File: src/rtl/shreg_prio_pkg.sv
package shreg_prio_pkg;
    typedef enum logic [1:0] {
        OP_HOLD  = 2'd0,
        OP_LOAD  = 2'd1,
        OP_SHIFT = 2'd2
    } shreg_op_e;
endpackage

File: src/rtl/shreg_prio_ctrl.sv
module shreg_prio_ctrl
    import shreg_prio_pkg::*;
(
    input  logic      shift_en,
    input  logic      load_en,
    output shreg_op_e op
);
    // Shift has priority over load; load acts only when shift is low.
    always_comb begin
        if (shift_en)     op = OP_SHIFT;
        else if (load_en) op = OP_LOAD;
        else              op = OP_HOLD;
    end
endmodule

File: src/rtl/shreg_prio_datapath.sv
module shreg_prio_datapath
    import shreg_prio_pkg::*;
#(
    parameter int W = 4
) (
    input  logic         clk,
    input  logic         rst,
    input  shreg_op_e    op,
    input  logic         ser_in,
    input  logic [W-1:0] par_in,
    output logic [W-1:0] q
);
    logic [W-1:0] nxt;

    for (genvar i = 0; i < W; i++) begin : g_bit
        logic upper;
        if (i == W-1) begin : g_top
            assign upper = ser_in;
        end else begin : g_mid
            assign upper = q[i+1];
        end

        always_comb begin
            unique case (op)
                OP_SHIFT: nxt[i] = upper;
                OP_LOAD:  nxt[i] = par_in[i];
                OP_HOLD:  nxt[i] = q[i];
                default:  nxt[i] = q[i];
            endcase
        end
    end

    always_ff @(posedge clk or posedge rst) begin
        if (rst) q <= '0;
        else     q <= nxt;
    end
endmodule

File: src/rtl/shreg_prio.sv
module shreg_prio
    import shreg_prio_pkg::*;
#(
    parameter int W = 4
) (
    input  logic         clk,
    input  logic         rst,
    input  logic         shift_en,
    input  logic         load_en,
    input  logic         ser_in,
    input  logic [W-1:0] par_in,
    output logic [W-1:0] par_out,
    output logic         ser_out
);
    shreg_op_e    op;
    logic [W-1:0] q;

    shreg_prio_ctrl u_ctrl (
        .shift_en (shift_en),
        .load_en  (load_en),
        .op       (op)
    );

    shreg_prio_datapath #(.W(W)) u_dp (
        .clk    (clk),
        .rst    (rst),
        .op     (op),
        .ser_in (ser_in),
        .par_in (par_in),
        .q      (q)
    );

    assign par_out = q;
    assign ser_out = q[0];
endmodule

File: config.mk
export PLATFORM = sky130hd
export DESIGN_NAME = shreg_prio
export DESIGN_NICKNAME = d
export VERILOG_FILES = /design/src/rtl/shreg_prio_pkg.sv /design/src/rtl/shreg_prio_ctrl.sv /design/src/rtl/shreg_prio_datapath.sv /design/src/rtl/shreg_prio.sv
export SDC_FILE = /design/constraint.sdc
export NUM_CORES = 1
export LEC_CHECK = 0
export ABC_AREA = 1
export BUFFER_PORTS_ARGS = -buffer_cell sky130_fd_sc_hd__buf_2
export CAP_MARGIN = 10
export CORE_AREA = 2 2 39 41
export DETAILED_ROUTE_END_ITERATION = 8
export DIE_AREA = 0 0 41 43
export PLACE_DENSITY = 0.4
export SLEW_MARGIN = 20
export SYNTH_ARGS = -nofsm -noshare
export SYNTH_HDL_FRONTEND = slang
export SYNTH_SLANG_ARGS = --single-unit
File: constraint.sdc
create_clock -name clk -period 0.8 [get_ports clk]
set_input_delay 0.16 -clock clk [delete_from_list [all_inputs] [get_ports clk]]
set_output_delay 0.16 -clock clk [all_outputs]
set_load 0.02 [all_outputs]
==> results of run 1 <==
==> cell type report <==
type	count	share of cell area, %
inverters	2	1.96
clock buffers	3	5.88
multi-input cells	17	19.3
repair buffers	20	41.5
well taps	16	5.23
flip-flops and latches	4	26.1
==> kinds of logic after synthesis <==
family,count (synthesis)
AND/OR/NAND/NOR,17
flip-flops,4
buffers and inverters,3
==> power groups by stage <==
stage / Combinational [uW] / Clock [uW] / Sequential, uW
floorplan: 49.9 / 0 / 274
global placement: 140 / 0 / 248
detailed placement: 140 / 0 / 248
finish: 221 / 245 / 249
global route: 237 / 271 / 251
CTS: 216 / 258 / 247
==> timing repair <==
item	4_1_cts	5_1_grt
buffers inserted	4	0
hold buffers	1	0
gates cloned	0	0
gates resized for setup	10	2
setup endpoints to repair	5	6
hold endpoints to repair	4	0
==> cells in the mapped netlist, drive strengths merged <==
master  count  share of area [%]
nand3       8                 21
buf         1                4.0
dfrtp       4                 53
nand2       8                 16
inv         2                4.0
nor2        1                2.0
==> worst min path at each step <==
stage                            to  depth (start not counted)
after floorplan           u_dp.q[0]                          1
after global placement    u_dp.q[1]                          2
after detailed placement  u_dp.q[1]                          2
after CTS                 u_dp.q[3]                          3
after global routing      u_dp.q[3]                          3
final                     u_dp.q[3]                          3
==> cell usage in the layout, fill, tap and decap left out <==
cell type and instances:
nand2_1 8, dfrtp_1 4, clkbuf_4 3, buf_6 7, buf_4 4, nor2_1 1
buf_2 8, inv_1 2, nand3_1 8, dlygate4sd3_1 1
==> per-stage QoR <==
step	utilization (%)	TNS [ps]	cell area [um2]	power, uW
after CTS	27.1	-660	375	721
final	27.7	-638	383	715
after global routing	27.7	-759	383	760
after floorplan	-	0	189	324
after global placement	20.3	0	282	388
after detailed placement	20.3	0	282	388
==> metal layers <==
layer | wire length (um) | GRT usage [%] | up-vias
li1 | - | - | 123
met4 | 0 | 6.00 | 0
met5 | 0 | 0 | -
met3 | 79 | 6.81 | 0
met2 | 236 | 10.6 | 14
met1 | 247 | 8.12 | 121
==> flow_summary_export.csv, run 1 <==
group,metric,value,unit
status,status,"finished with violations",
status,violations,"setup timing",
logic_synthesis,syn_inst,24,
die,core_area,1380,um2
setup_path,path_cells,"buf_6",
clock_network,cts_buffer_depth,2,
logic_synthesis,synth_area_per_cell,7.87,um2
sta,relSlewSlack,82.6,%
clock_network,ctsHtreeMaxLevel,1,
detailed_routing,ant_nets,0,
clock_network,cts_made_buffers,3,
min_path,hold_start,"ser_in",
placed_design,pre_cts_slack,56.9,ps
setup_path,arrival,780,ps
global_routing,grt_pass1_vias,246,
power,p_per_area,1870,nW/um2
setup_path,worstSetupPathType,"flip-flop to primary output",
setup_path,cp_top_family,"flip-flops",
sta,slew_violations,0,
power,leakage,0.000207,uW
detailed_routing,vias,258,
setup_path,r2r_slack,20,ps
setup_path,cp.depth,1,
power,p_sw_share,27.3,%
final_layout,num_antenna_cells,0,
global_routing,grt_start_max_net_pins,5,
logic_synthesis,syn_area,189,um2
clock_network,path_clk_slew,40,ps
setup_path,r2r_end,"u_dp.q[2]",
clock_network,cts-root-buf,"clkbuf_4",
sta,clock.fmax,1070,MHz
power,peakVddDrop,0.000586,V
detailed_routing,routed_wirelength,563,um
power,power_frac_seq,34.9,%
power,p_clk_share,34.3,%
setup_path,crit_buf_inv,1,
min_path,worstHoldPathType,"input pin to flip-flop",
setup_path,crit_start,"u_dp.q[3]",
detailed_routing,wl_per_cell,9.08,um
global_routing,grt_first_pass_wirelength,876,um
setup_path,worstReg2RegStart,"u_dp.q[3]",
setup_path,setup.worst_path.end,"par_out[3]",
die,die_h,43,um
final_layout,largest_reg_flops,4,
placed_design,dp.cells,54,
sta,period_needed,937,ps
setup_path,required,640,ps
clock_network,cts_sinks,4,
final_layout,area_growth,103,%
final_layout,drive_above_1_share,47.8,%
global_routing,grt.total_usage,8.16,%
die,num_io_pins,14,
job,drv_cap,0,
detailed_routing,drtIter0Drc,6,
detailed_routing,dr.pass1.iters,4,
sta,setup_viol,5,
sta,grt_setup_unrepaired,"yes",
sta,worst_slack,-137,ps
die,dieArea,1760,um2
sta,hold_viol,0,
placed_design,io_buffer_count,13,
global_routing,grt_overflow,0,
sta,worst_slew_pin_slew,260,ps
setup_path,reg2reg_depth,3,
setup_path,crit_fanout,2,
final_layout,fill_cells,150,
logic_synthesis,synth_seq_cells,4,
logic_synthesis,synthAdderAreaFrac,0,%
setup_path,crit_path_max_incr_delay,400,ps
logic_synthesis,synth-compound-area-share,0,%
final_layout,reg.largest.list,"u_dp.q (4)",
placed_design,gp_congestion,0.700,
power,comb_power_share,30.9,%
logic_synthesis,synthMuxAreaShare,0,%
logic_synthesis,synth_simple_gate_area_share,39.1,%
detailed_routing,drc_errors,0,
logic_synthesis,synth_top_family_by_area,"simple AND/OR/NAND/NOR gates",
logic_synthesis,synth.distinct_cells,6,
logic_synthesis,synthesis.nets,33,
final_layout,layout.cells.non_filler,62,
die,start_util,13.7,%
global_routing,antenna_found_initial,0,
power,switchingPower,195,uW
final_layout,multi_input_area,73.8,um2
sta,worst_clock_skew,1.62,ps
die,row_count,14,
final_layout,largest-register,"u_dp.q",
final_layout,seq_area,100,um2
placed_design,dpl.hpwl,438,um
logic_synthesis,ys_warn_count,0,
setup_path,worstSetupEndpointType,"primary output",
final_layout,nNetsFinal,57,
power,p_int,520,uW
die,die_x,41,um
clock_network,clk_latency,230,ps
sta,finalCritPeriodShare,117,%
sta,timing.hold.ws,146,ps
setup_path,crit_path_start_kind,"flip-flop",
logic_synthesis,synth-xor-area-share,0,%
logic_synthesis,seq_area_frac_synth,53.0,%
setup_path,slowest_stage,"dfrtp_1",
clock_network,cts_tree,"done",
detailed_routing,via_per_inst,4.16,
Power figures use the tool's default switching activity.
==> run 2, diff against run 1 <==
PLACE_DENSITY = 0.46   (was 0.4)
SYNTH_HIERARCHICAL = 1   (was default)
TNS_END_PERCENT = 50   (was default)
==> run 2 against run 1 <==
The flow still finishes with violations (setup timing). Setup slack gained 10 ps. Utilization grew 2.4 points. Design area grew 8.5%. Power grew 22%. Area after synthesis grew 39%. Sequential power grew 12%. Synthesized cell count grew 71%. Clock power shrank 2%. Sequential share of layout area shrank 2.0 points. First-iteration DRC count shrank 83%. Worst hold slack gained 91 ps. Non-clock buffer count shrank 3.
==> flow_summary_export.csv, run 2 <==
group,metric,value,unit
power,peakVddDrop,0.000682,V
final_layout,final_common_cell,"nand2_1",
clock_network,cts_sinks,4,
setup_path,slowest_stage,"dfrtp_1",
final_layout,nNetsFinal,71,
logic_synthesis,syn_inst,41,
clock_network,cts_tree,"done",
final_layout,post-route-util,30.0,%
logic_synthesis,synth_area_per_cell,6.41,um2
clock_network,ctsHtreeMaxLevel,1,
detailed_routing,ant_nets,0,
logic_synthesis,ys_warn_count,6,
setup_path,crit_path_start_kind,"flip-flop",
job,drv_cap,0,
logic_synthesis,netlist_top_cells_area,"dfrtp_1 38%, nand2_1 23%, inv_1 16%, nand3_1 7.6%, buf_4 5.7%",
sta,finalCritPeriodShare,116,%
final_layout,area_growth,58.1,%
detailed_routing,routed_wirelength,518,um
min_path,hold_start,"ser_in",
min_path,holdPathStages,5,
global_routing,antenna_found_initial,0,
power,leakage,0.000262,uW
die,start_util,19.0,%
clock_network,path_clk_slew,30,ps
final_layout,largest-register,"u_dp/q",
global_routing,grt_pass1_vias,244,
power,p_total,875,uW
sta,grt_setup_unrepaired,"yes",
sta,period_needed,927,ps
placed_design,io_buffer_count,13,
setup_path,reg2reg_depth,5,
setup_path,worstReg2RegStart,"u_dp/q[1]",
setup_path,worstSetupEndpointType,"primary output",
setup_path,crit_path_max_incr_delay,380,ps
sta,setup_viol,8,
setup_path,crit_fanout,3,
global_routing,grt_overflow,0,
die,core_area,1380,um2
global_routing,grt.total_usage,6.96,%
logic_synthesis,async_reset_ff_share,100,%
power,p_per_area,2110,nW/um2
clock_network,cts_made_buffers,3,
setup_path,cp.depth,1,
setup_path,path_cells,"buf_2",
placed_design,pre_cts_slack,-147,ps
logic_synthesis,synth_common_cells,"16 x nand2_1, 11 x inv_1, 4 x dfrtp_1, 4 x nand3_1",
sta,slew_violations,0,
logic_synthesis,synth_top_cell_by_area,"dfrtp_1",
die,die_h,43,um
detailed_routing,drc_errors,0,
die,row_count,14,
sta,hold_viol,0,
detailed_routing,drtIter0Drc,1,
final_layout,design_area,415,um2
logic_synthesis,synth.distinct_cells,8,
placed_design,placed_cell_area,345,um2
detailed_routing,vias,249,
final_layout,most-common-layout-cells,"16 x nand2_1, 10 x buf_2, 10 x inv_1",
logic_synthesis,synth.most_common_cell,"nand2_1",
logic_synthesis,syn_area,263,um2
min_path,worstHoldPathType,"input pin to flip-flop",
status,status,"finished with violations",
clock_network,cts-root-buf,"clkbuf_4",
logic_synthesis,synthesis.nets,51,
setup_path,arrival,770,ps
placed_design,gp_congestion,0.718,
detailed_routing,via_per_inst,3.32,
setup_path,crit_buf_inv,1,
setup_path,r2r_slack,-40,ps
sta,relSlewSlack,89.7,%
clock_network,clk_latency,230,ps
detailed_routing,dr.pass1.iters,2,
sta,worst_slew_pin_slew,154,ps
final_layout,reg.largest.list,"u_dp/q (4)",
final_layout,drive_above_1_share,40.7,%
setup_path,required,640,ps
final_layout,num_antenna_cells,0,
sta,worst_clock_skew,0.692,ps
setup_path,worstSetupPathType,"flip-flop to primary output",
global_routing,grt_start_max_net_pins,6,
logic_synthesis,synth-edff-count,0,
min_path,worstHoldEndpoint,"u_dp/q[3]",
sta,clock.fmax,1080,MHz
logic_synthesis,synth_top_area_share,38.1,%
placed_design,dpl.hpwl,430,um
setup_path,r2r_end,"u_dp/q[0]",
clock_network,cts_buffer_depth,2,
logic_synthesis,ys.flop_type,"dfrtp_1",
die,num_io_pins,14,
die,dieArea,1760,um2
global_routing,grt_first_pass_wirelength,793,um
detailed_routing,wl_per_cell,6.91,um
setup_path,cp_top_family,"flip-flops",
die,die_x,41,um
sta,worst_slack,-127,ps
logic_synthesis,seq_area_frac_synth,38.1,%
status,violations,"setup timing",
final_layout,largest_reg_flops,4,
logic_synthesis,synth_seq_cells,4,
[run 2: power breakdown]
part | leakage (uW) | switching (uW) | internal (uW)
registers | 0.0000493 | 31.4 | 249
logic | 0.000199 | 183 | 174
clock network | 0.0000138 | 71.7 | 167
total | 0.000262 | 286 | 590
[run 2: worst max-delay path by stage]
stage / to / from
floorplan: u_dp/q[0] / shift_en
global placement: u_dp/q[0] / load_en
detailed placement: u_dp/q[3] / load_en
CTS: ser_out / u_dp/q[0]
global route: par_out[1] / u_dp/q[1]
finish: ser_out / u_dp/q[0]
[run 2: stage by stage]
stage | hold WS (ps) | cells | TNS (ps)
2_1_floorplan | -73.9 | 41 | -27.8
3_3_place_gp | 51.9 | 68 | -532
3_5_place_dp | 48.1 | 68 | -567
4_1_cts | 238 | 74 | -700
5_1_grt | 279 | 75 | -915
6_report | 237 | 75 | -660
[run 2: per-layer routing]
layer | global-route usage, % | vias up | wire length, um | part of all wire (%)
li1 | - | 149 | - | -
met3 | 1.57 | 0 | 28 | 5.4
met2 | 10.3 | 6 | 258 | 50
met1 | 6.86 | 94 | 231 | 45
met4 | 8.00 | 0 | 0 | 0
met5 | 0 | - | 0 | 0
[run 2: area by class of cell]
class                   count  area, um2
clock buffers               3       22.5
well taps                  16       20.0
flip-flops and latches      4        100
inverters                  13       48.8
fillers                   156        968
repair buffers             17        113
multi-input cells          22        111
[run 2: cell families after synthesis]
| family | after synthesis | share of synthesized area [%] |
|---|---|---|
| fa+ha+maj | 1 | 4.76 |
| buf+inv | 15 | 24.3 |
| flops | 4 | 38.1 |
| simple gates | 21 | 32.9 |
[run 2: timing repair]
action,in CTS,in global routing
hold buffers,1,0
resized for setup,3,2
setup buffers,2,1
hold endpoints to repair,4,0
endpoints found under the setup margin,5,7
==> run 3, diff against run 2 <==
REMOVE_ABC_BUFFERS = 1   (was default)
==> run 3 against run 2 <==
The flow still finishes with violations (setup timing). Largest power group unchanged. Setup slack got worse by 7.2 ps. Combinational power rose by 7.3%. Utilization rose by 0.63 points. Highest routed layer unchanged. Via count rose by 5.2%. Design area rose by 2.1%. Global-route usage fell by 1.1 points.
==> flow_summary_export.csv, run 3 (synthesis results as in run 2) <==
group,metric,value,unit
detailed_routing,vias,262,
sta,worst_clock_skew,2.73,ps
placed_design,dpl.hpwl,402,um
global_routing,grt_first_pass_wirelength,614,um
power,leakage,0.000266,uW
setup_path,crit_fanout,3,
sta,grt_setup_unrepaired,"yes",
clock_network,clk_latency,230,ps
detailed_routing,via_per_inst,3.49,
setup_path,arrival,770,ps
placed_design,io_buffer_count,13,
setup_path,crit_buf_inv,1,
placed_design,pre_cts_slack,-235,ps
setup_path,slowest_stage,"dfrtp_1",
clock_network,cts_buffer_depth,2,
die,start_util,19.0,%
die,num_io_pins,14,
sta,hold_viol,0,
setup_path,crit_path_max_incr_delay,380,ps
global_routing,grt_pass1_vias,169,
setup_path,crit_path_start_kind,"flip-flop",
die,dieArea,1760,um2
sta,slew_violations,0,
placed_design,dp.cells,68,
detailed_routing,dr.pass1.iters,4,
sta,setup_viol,7,
die,row_count,14,
sta,worst_slack,-134,ps
final_layout,layout.cells.non_filler,75,
placed_design,placed_cell_area,333,um2
detailed_routing,routed_wirelength,541,um
setup_path,worstSetupPathType,"flip-flop to primary output",
sta,relSlewSlack,89.6,%
power,p_per_area,2130,nW/um2
final_layout,post-route-util,30.7,%
setup_path,cp_top_family,"flip-flops",
min_path,worstHoldPathType,"input pin to flip-flop",
final_layout,drive_above_1_share,39.0,%
die,core_area,1380,um2
global_routing,grt_overflow,0,
final_layout,num_antenna_cells,0,
clock_network,ctsHtreeMaxLevel,1,
clock_network,cts-root-buf,"clkbuf_4",
die,die_x,41,um
die,die_h,43,um
power,peakVddDrop,0.000647,V
sta,clock.fmax,1070,MHz
sta,finalCritPeriodShare,117,%
sta,worst_slew_pin_slew,156,ps
placed_design,gp_congestion,0.598,
global_routing,grt_start_max_net_pins,6,
clock_network,cts_sinks,4,
final_layout,largest-register,"u_dp/q",
clock_network,cts_made_buffers,3,
global_routing,antenna_found_initial,0,
final_layout,area_growth,61.4,%
final_layout,nNetsFinal,71,
detailed_routing,wl_per_cell,7.21,um
final_layout,design_area,424,um2
clock_network,cts_tree,"done",
final_layout,reg.largest.list,"u_dp/q (4)",
detailed_routing,drc_errors,0,
status,violations,"setup timing",
global_routing,grt.total_usage,5.85,%
final_layout,final_common_cell,"nand2_1",
job,drv_cap,0,
clock_network,path_clk_slew,40,ps
final_layout,largest_reg_flops,4,
final_layout,most-common-layout-cells,"16 x nand2_1, 11 x inv_1, 8 x buf_2",
detailed_routing,drtIter0Drc,5,
setup_path,path_cells,"buf_4",
setup_path,worstSetupEndpointType,"primary output",
sta,period_needed,934,ps
detailed_routing,ant_nets,0,
setup_path,required,640,ps
status,status,"finished with violations",
[run 3: cell types whose count changed in the layout (fill, tap and decap cells not counted)]
cell   previous run  this run
buf_2            10         8
buf_4             4         5
buf_6             2         3
inv_1            10        11
inv_2             3         2
[run 3: what timing repair did]
item                                    in CTS  in global routing
resized for setup                            6                  3
buffers inserted                             1                  2
hold buffers                                 1                  0
gates cloned                                 0                  0
endpoints found under the setup margin       6                  9
hold endpoints to repair                     4                  0
[run 3: final timing paths]
check,endpoint,slack [ps],cells after the start,start
hold reg to reg,u_dp/q[2],530,2,u_dp/q[2]
setup reg to reg,u_dp/q[2],-30,5,u_dp/q[3]
hold / removal,u_dp/q[3],230,5,ser_in
setup / recovery,par_out[0],-130,1,u_dp/q[0]
min in group asynchronous,u_dp/q[1],350,3,rst
max in group asynchronous,u_dp/q[2],290,3,rst
[run 3: area by class of cell]
| type | count | area, um2 |
|---|---|---|
| inverters | 13 | 48.8 |
| multi-input cells | 22 | 111 |
| fillers | 155 | 960 |
| flip-flops and latches | 4 | 100 |
| repair buffers | 17 | 121 |
| well taps | 16 | 20.0 |
| clock buffers | 3 | 22.5 |
[run 3: report_power, final]
| part | switching [uW] | total (uW) | internal (uW) |
|---|---|---|---|
| Clock | 72.3 | 239 | 167 |
| Combinational | 184 | 382 | 198 |
| Sequential | 34.4 | 283 | 249 |
| Total | 291 | 905 | 614 |
[run 3: per-stage QoR]
| step | hold WS, ps | setup TNS, ps | power [uW] |
|---|---|---|---|
| 3_5_place_dp | 46.9 | -928 | 548 |
| 4_1_cts | 227 | -677 | 862 |
| 6_report | 234 | -648 | 905 |
| 5_1_grt | 263 | -879 | 967 |
| 2_1_floorplan | -73.9 | -213 | 451 |
| 3_3_place_gp | 45.6 | -928 | 548 |
[run 3: routing by layer]
layer | GRT usage (%) | wire length, um
met1 | 6.54 | 243
met2 | 7.19 | 246
met3 | 1.57 | 52
met4 | 8.00 | 0
met5 | 0 | 0
